<file path="src/rtl/cmp_timer_pkg.sv">
package cmp_timer_pkg;

    typedef enum logic [1:0] {
        ACT_NONE   = 2'b00,
        ACT_LOW    = 2'b01,
        ACT_HIGH   = 2'b10,
        ACT_TOGGLE = 2'b11
    } pin_act_e;

endpackage

</file>
<file path="src/rtl/cmp_timer_match.sv">
module cmp_timer_match #(
    parameter int CNT_W = 10,
    parameter int PER_W = 3
) (
    input  logic [CNT_W-1:0] cnt,
    input  logic [CNT_W-1:0] cmp_a,
    input  logic [PER_W-1:0] cmp_p,
    output logic             a_hit,
    output logic             p_hit
);
    localparam int LOW_W = CNT_W - PER_W;

    logic [PER_W-1:0] p_top;

    always_comb begin
        // last count of the period: top bits equal p-1 (p=0 wraps to all ones), low bits all ones
        p_top = cmp_p - PER_W'(1);
        p_hit = (cnt[CNT_W-1:LOW_W] == p_top) && (&cnt[LOW_W-1:0]);
        a_hit = (cmp_a != '0) && (cnt == cmp_a);
    end

    always_comb begin
        assert_zero_a_R6: assert (!(cmp_a == '0 && a_hit));
    end
endmodule

</file>
<file path="src/rtl/cmp_timer_pin.sv">
module cmp_timer_pin
    import cmp_timer_pkg::*;
(
    input  logic       clk,
    input  logic       rst_n,
    input  logic       en_rise,
    input  logic       a_evt,
    input  logic [1:0] act,
    input  logic       init,
    output logic       pin
);
    typedef struct packed {
        logic pin;
    } pin_st_t;

    pin_st_t st_d, st_q;
    pin_act_e act_e;

    always_comb begin
        act_e = pin_act_e'(act);
        st_d  = st_q;
        if (en_rise) begin
            st_d.pin = init;
        end else if (a_evt) begin
            case (act_e)
                ACT_LOW:    st_d.pin = 1'b0;
                ACT_HIGH:   st_d.pin = 1'b1;
                ACT_TOGGLE: st_d.pin = ~st_q.pin;
                default:    st_d.pin = st_q.pin;
            endcase
        end
    end

    always_ff @(posedge clk or negedge rst_n) begin
        if (!rst_n) st_q <= '0;
        else        st_q <= st_d;
    end

    assign pin = st_q.pin;

    assert_pin_quiet_R8: assert property (@(posedge clk) disable iff (!rst_n)
        (!a_evt && !en_rise) |=> $stable(pin));

    assert_none_act_R7: assert property (@(posedge clk) disable iff (!rst_n)
        (a_evt && !en_rise && act == 2'b00) |=> $stable(pin));

    assert_init_load_R9: assert property (@(posedge clk) disable iff (!rst_n)
        en_rise |=> (pin == $past(init)));
endmodule

</file>
<file path="src/rtl/cmp_timer.sv">
module cmp_timer #(
    parameter int CNT_W = 10,
    parameter int PER_W = 3
) (
    input  logic             clk,
    input  logic             rst_n,
    input  logic             tick,
    input  logic             run_en,
    input  logic             clr_sel,
    input  logic [1:0]       pin_act,
    input  logic             pin_init,
    input  logic [CNT_W-1:0] cmp_a,
    input  logic [PER_W-1:0] cmp_p,
    input  logic             ack_a,
    input  logic             ack_p,
    output logic             flag_a,
    output logic             flag_p,
    output logic             pin_out,
    output logic [CNT_W-1:0] count
);
    typedef struct packed {
        logic [CNT_W-1:0] cnt;
        logic             fa;
        logic             fp;
        logic             en;
    } tmr_st_t;

    tmr_st_t st_d, st_q;
    logic a_hit, p_hit;
    logic step, a_evt, p_evt, clear, en_rise;

    cmp_timer_match #(.CNT_W(CNT_W), .PER_W(PER_W)) i_match (
        .cnt   (st_q.cnt),
        .cmp_a (cmp_a),
        .cmp_p (cmp_p),
        .a_hit (a_hit),
        .p_hit (p_hit)
    );

    always_comb begin
        step    = tick && run_en;
        a_evt   = step && a_hit;
        p_evt   = step && p_hit && !clr_sel;
        clear   = clr_sel ? a_evt : p_evt;
        en_rise = run_en && !st_q.en;

        st_d    = st_q;
        st_d.en = run_en;
        if (step) st_d.cnt = clear ? '0 : st_q.cnt + CNT_W'(1);
        st_d.fa = a_evt || (st_q.fa && !ack_a);
        st_d.fp = p_evt || (st_q.fp && !ack_p);
    end

    always_ff @(posedge clk or negedge rst_n) begin
        if (!rst_n) st_q <= '0;
        else        st_q <= st_d;
    end

    cmp_timer_pin i_pin (
        .clk     (clk),
        .rst_n   (rst_n),
        .en_rise (en_rise),
        .a_evt   (a_evt),
        .act     (pin_act),
        .init    (pin_init),
        .pin     (pin_out)
    );

    assign count  = st_q.cnt;
    assign flag_a = st_q.fa;
    assign flag_p = st_q.fp;

    assert_hold_R1: assert property (@(posedge clk) disable iff (!rst_n)
        !(tick && run_en) |=> $stable(count));

    assert_a_clear_R5: assert property (@(posedge clk) disable iff (!rst_n)
        (clr_sel && tick && run_en && a_hit) |=> (count == '0 && flag_a));

    assert_no_p_flag_R5: assert property (@(posedge clk) disable iff (!rst_n)
        (clr_sel && !flag_p) |=> !flag_p);

    assert_sticky_R10: assert property (@(posedge clk) disable iff (!rst_n)
        (flag_a && !ack_a) |=> flag_a);

    assert_a_no_clear_R4: assert property (@(posedge clk) disable iff (!rst_n)
        (!clr_sel && tick && run_en && a_hit && !p_hit) |=> (count != '0 && flag_a));
endmodule

</file>
<file path="config.mk">
export PLATFORM = sky130hd
export DESIGN_NAME = cmp_timer
export DESIGN_NICKNAME = d
export VERILOG_FILES = /design/src/rtl/cmp_timer_pkg.sv /design/src/rtl/cmp_timer_match.sv /design/src/rtl/cmp_timer_pin.sv /design/src/rtl/cmp_timer.sv
export SDC_FILE = /design/constraint.sdc
export NUM_CORES = 1
export LEC_CHECK = 0
export ABC_AREA = 1
export BUFFER_PORTS_ARGS = -buffer_cell sky130_fd_sc_hd__buf_4
export CAP_MARGIN = 20
export CELL_PAD_IN_SITES_DETAIL_PLACEMENT = 1
export CELL_PAD_IN_SITES_GLOBAL_PLACEMENT = 1
export CORE_AREA = 2 2 60 62
export DETAILED_ROUTE_END_ITERATION = 6
export DIE_AREA = 0 0 62 64
export PLACE_DENSITY_LB_ADDON = 0.15
export SKIP_CTS_REPAIR_TIMING = 1
export SYNTH_ARGS = -nofsm -noshare
export SYNTH_HDL_FRONTEND = slang
export SYNTH_HIERARCHICAL = 1
export SYNTH_SLANG_ARGS = --single-unit
</file>
<file path="constraint.sdc">
create_clock -name clk -period 3.1 [get_ports clk]
set_clock_uncertainty 0.05 [all_clocks]
set_input_delay 0.465 -clock clk [delete_from_list [all_inputs] [get_ports clk]]
set_output_delay 0.465 -clock clk [all_outputs]
set_load 0.01 [all_outputs]
</file>
Word level (Yosys, flattened, before mapping)
Index checks and enable logic that the tools add are counted.
Word-level totals
  bits in registers: 14
  latch bits: 0
  bits in writable memories: 0
  ROM bits: 0
  input port bits: 23
  output and inout port bits: 13
  logic and storage cells: 38
  memories: 0
Cells by class
  $add $sub $neg: 2
  multipliers: 0
  divide/modulo/power cells: 0
  order comparisons: 0
  equality and inequality tests: 5
  shift-type cells: 0
  mux-type cells: 5
  bitwise operators: 1
  reduce and logical (&&, ||, !) cells: 20
Operators by type and width (number)
  $add 10x1->10 const B: 1
  $eq 10x10->1: 1
  $mux 10: 1
  $reduce_bool 10->1: 1
  $logic_and 1x1->1: 9
  $reduce_and 7->1: 1
  $eq 2x2->1 const B: 2
  $logic_not 1->1: 4
  $reduce_bool 4->1: 1
  $eq 3x3->1: 1
  $mux 1: 3
  $pmux 1 s3: 1
  $sub 3x1->3 const B: 1
  $eq 2x1->1 const B: 1
  $logic_or 1x1->1: 2
  $reduce_and 2->1: 1
  $reduce_bool 2->1: 1
  $not 1->1: 1

Longest topological paths before layout
  depth after elaboration: 7
  depth in mapped cells: 12
  mapped depth without buffers: 12

Hierarchy
Netlist, hierarchy kept.
Modules (own cells, without submodules)
  cmp_timer: instances 1, cells each 103, area each 800.8 µm², seq. area each 325.3 µm²
  cmp_timer_match: instances 1, cells each 77, area each 329.1 µm², seq. area each 0.0 µm²
  cmp_timer_pin: instances 1, cells each 9, area each 57.6 µm², seq. area each 25.0 µm²

Worst setup path after synthesis
No wires, ideal clock.
  path type: input to register
  start: in cmp_p[0]
  end: reg st_q (netlist bit count[8])
  setup time: 0.118 ns
  arrival: 1.624 ns
  data required time: 2.932 ns
  setup slack: 1.309 ns
  cell stages on the path: 11
  path buffers: 0
  cells stage by stage: inv_1 -> ha_1 -> xnor2_1 -> nor2_1 -> nand3_1 -> nor2_1 -> inv_1 -> o21ai_4 -> o21ai_4 -> nand3_1 -> nand2_1
On the way
  word-level cells in the longest chain between the ends: 7
Ends and longest elaborated chain
  start, declared: RTL line cmp_timer.sv:13  | input logic [PER_W-1:0] cmp_p,
  $sub 3x1->3: RTL line cmp_timer_match.sv:17  | p_top = cmp_p - PER_W'(1);
  $eq 3x3->1: RTL line cmp_timer_match.sv:18  | p_hit = (cnt[CNT_W-1:LOW_W] == p_top) && (&cnt[LOW_W-1:0]);
  $logic_and 1x1->1: RTL line cmp_timer_match.sv:18
  via p_hit: RTL line cmp_timer.sv:29  | logic a_hit, p_hit;
  $logic_and 1x1->1 (2 in series): RTL line cmp_timer.sv:43  | p_evt = step && p_hit && !clr_sel;
  $mux 1: RTL line cmp_timer.sv:44  | clear = clr_sel ? a_evt : p_evt;
  $mux 10: RTL line cmp_timer.sv:49  | if (step) st_d.cnt = clear ? '0 : st_q.cnt + CNT_W'(1);
  end signal, assigned: RTL line cmp_timer.sv:56  | else st_q <= st_d;
  end, declared: RTL line cmp_timer.sv:28  | tmr_st_t st_d, st_q;
The timed path passes the listed nets, and every way through them passes these cells.
A chain may end at the register's enable or synchronous reset.

Worst setup path after layout
  start: reg st_q (netlist bit count[5])
  end: reg st_q (netlist bit count[0])
On the way
  elaborated cells between the ends (all ways): 9
  those cells by class: eq/ne: 1; mux: 2; reduce/logical: 6
RTL lines
  $eq 10x10->1: RTL line cmp_timer_match.sv:19  | a_hit = (cmp_a != '0) && (cnt == cmp_a);
  $logic_and 1x1->1: RTL line cmp_timer_match.sv:19
  via a_hit: RTL line cmp_timer.sv:29
  $logic_and 1x1->1: RTL line cmp_timer.sv:42  | a_evt = step && a_hit;
  via a_evt: RTL line cmp_timer.sv:30  | logic step, a_evt, p_evt, clear, en_rise;
  $mux 1: RTL line cmp_timer.sv:44
  $mux 10: RTL line cmp_timer.sv:49
The timed path passes the listed nets, and every way through them passes these cells.

==> results.cfg <==
[status]
status = finished clean

[drt]
vias = 1214
drt-wirelength-per-cell_um = 12.0
drtPass1Iterations = 4
via_per_inst = 4.58
postRouteAntennaNets = 0
drtIter0Drc = 51
drt_wl_total_um = 3180
drc = 0

[clocking]
clk_pin_slew_ps = 90
cts_max_level = 1
clk_path_buf_depth = 2
clock_sinks = 14
cts_tree = built
cts_buffers = 3
clockRootBuffer = clkbuf_4
clock_latency_ps = 280

[worst_setup_path]
crit_fanout = 9
cp_data_arrival_time_ps = 1910
required_ps = 3220
crit_type = reg2reg
end_kind = register
critPathLaunchType = register

[cells_and_area]
fillCellCount = 454
fin_nets = 245
antennaDiodeCount = 0
finalInstanceArea_sq_um = 1480
drive_gt1_share_pct = 24.2
syn2layout_area_growth_pct = 24.6

[sta]
fmax_ghz = 0.560
hold_slack_ps = 272
fin_setup_tns_ps = 0
worst_pin_slew_ps = 338
rsz0062_at_grt = false
fin_crit_sh_pct = 57.6
final_max_slew_viol_count = 0
fin_ws_ps = 1310
finalSetupViolations = 0
finalHoldViolCount = 0
min_period_ps = 1790
slew_headroom_pct = 77.5

[global_route]
met3_usage_pct = 1.21
globalRoute.totalOverflow = 0
antenna_found_initial = 0
grt-busiest-layer = met2
grtUsageMet2_pct = 31.8
track_usage_pct = 17.5
grt_pass1_vias = 1254
grt_util_met1_pct = 21.1
grt_max_degree = 15
grt_pass1_wl_um = 5290

[logic_synthesis]
synthCells = 189
ys_seq_elements = 14
yosysWarnings = 6
synth_edf_count = 0
async_flop_share_pct = 100
synth.yosys.seq_area_share_pct = 29.5
ys_types = 22
synth_area_sq_um = 1190
synth_area_per_cell_sq_um = 6.28
syn-num-nets = 214
synth_ff_type = dfrtp_1

[power_and_ir_drop]
irDropWorstVdd_uv = 186
power_uw = 468
power_density_nw_per_um2 = 317
leakage_uw = 0.000785

[run]
drv_cap = 0

[min_path]
hp-class = in2reg

[die]
io_pins = 36
start_util_pct = 36.2
die-area_sq_um = 3970
fp.dieH_um = 64
fp.dieW_um = 62
core_sq_um = 3280
rows = 21

[place]
placed_area_sq_um = 1430
io_buffer_count = 35
dp_hpwl_um = 2600
post-place-ws_ps = 1050
gp_congestion = 0.772
==> routing by layer <==
layer	wire [um]	vias up
li1	-	614
met1	1330	580
met2	1740	18
met3	89	2
met4	21	0
met5	0	-
==> placed cells by master, fill, tap and decap left out, types with 3 or more instances in the layout <==
cell and n:
o21ai_1 5, buf_4 35, nand2_1 61, inv_1 34, dfrtp_1 14, clkbuf_4 3, inv_2 4, nand3_1 12
nor2_1 26
==> synthesized netlist by cell type (4+ instances only) <==
cell type	count	area [sq um]
buf_4	10	75.1
dfrtp_1	14	350
inv_1	34	128
inv_2	4	15.0
nand2_1	61	229
nand3_1	12	60.1
nor2_1	26	97.6
o21ai_1	5	25.0
==> cell families (layout without fill, tap and decap cells) <==
| logic type | count (synthesis) | in the layout | synth area share (%) |
|---|---|---|---|
| adder cells (fa/ha/maj) | 2 | 2 | 2.11 |
| AO/OA/AOI/OAI | 9 | 9 | 5.90 |
| flip-flops | 14 | 14 | 29.5 |
| buffers and inverters | 49 | 79 | 18.9 |
| XOR/XNOR | 4 | 4 | 2.95 |
| AND/OR/NAND/NOR | 111 | 111 | 40.7 |
==> worst max-delay path: stages, from the launching register on <==
cell,delay [ps]
dfrtp_1,500
inv_1,100
nand2_1,80
nand2_1,70
nor2_1,120
nand3_1,90
nor2_1,120
inv_1,70
nor2_4,190
o21ai_4,120
nand3b_1,110
nand2_1,60
==> layout make-up <==
cell class / count / area (sq um) / share of cell area [%]
Inverter: 39 / 149 / 10.1
Sequential cell: 14 / 350 / 23.7
Tap cell: 46 / 57.6 / 3.89
Timing Repair Buffer: 36 / 273 / 18.4
Multi-Input combinational cell: 126 / 613 / 41.5
Clock buffer: 4 / 36.3 / 2.45
==> registers in the layout (all words and copies together), names as in the netlist <==
signal,cells
st_q,1
flag_p,1
flag_a,1
i_pin/pin,1
count,10
==> worst paths after layout <==
check                                startpoint               endpoint  slack [ps]  cells past startpoint
hold reg to reg               st_q[0]$_DFF_PN0_  i_pin/pin$_DFFE_PN0P_         450                      3
max in group asynchronous                 rst_n   count[4]$_DFFE_PN0N_        2310                      2
min in group asynchronous                 rst_n   count[5]$_DFFE_PN0N_         520                      2
setup / recovery           count[5]$_DFFE_PN0N_   count[0]$_DFFE_PN0N_        1310                     11
hold / removal                           run_en      st_q[0]$_DFF_PN0_         270                      1
setup reg to reg           count[5]$_DFFE_PN0N_   count[0]$_DFFE_PN0N_        1310                     11
==> stage by stage <==
step / util, % / instances
2_1_floorplan: - / 189
6_report: 45.0 / 265
5_1_grt: 45.0 / 265
3_5_place_dp: 43.6 / 260
4_1_cts: 44.7 / 264
3_3_place_gp: 43.6 / 260
==> report_power, final <==
| group | switching, uW | internal (uW) | total, uW | leakage [uW] |
|---|---|---|---|---|
| registers | 21.5 | 194 | 215 | 0.000189 |
| logic | 60.1 | 58.7 | 119 | 0.000575 |
| clock network | 63.1 | 71.4 | 134 | 0.0000210 |
(Power assumes the default switching activity.)
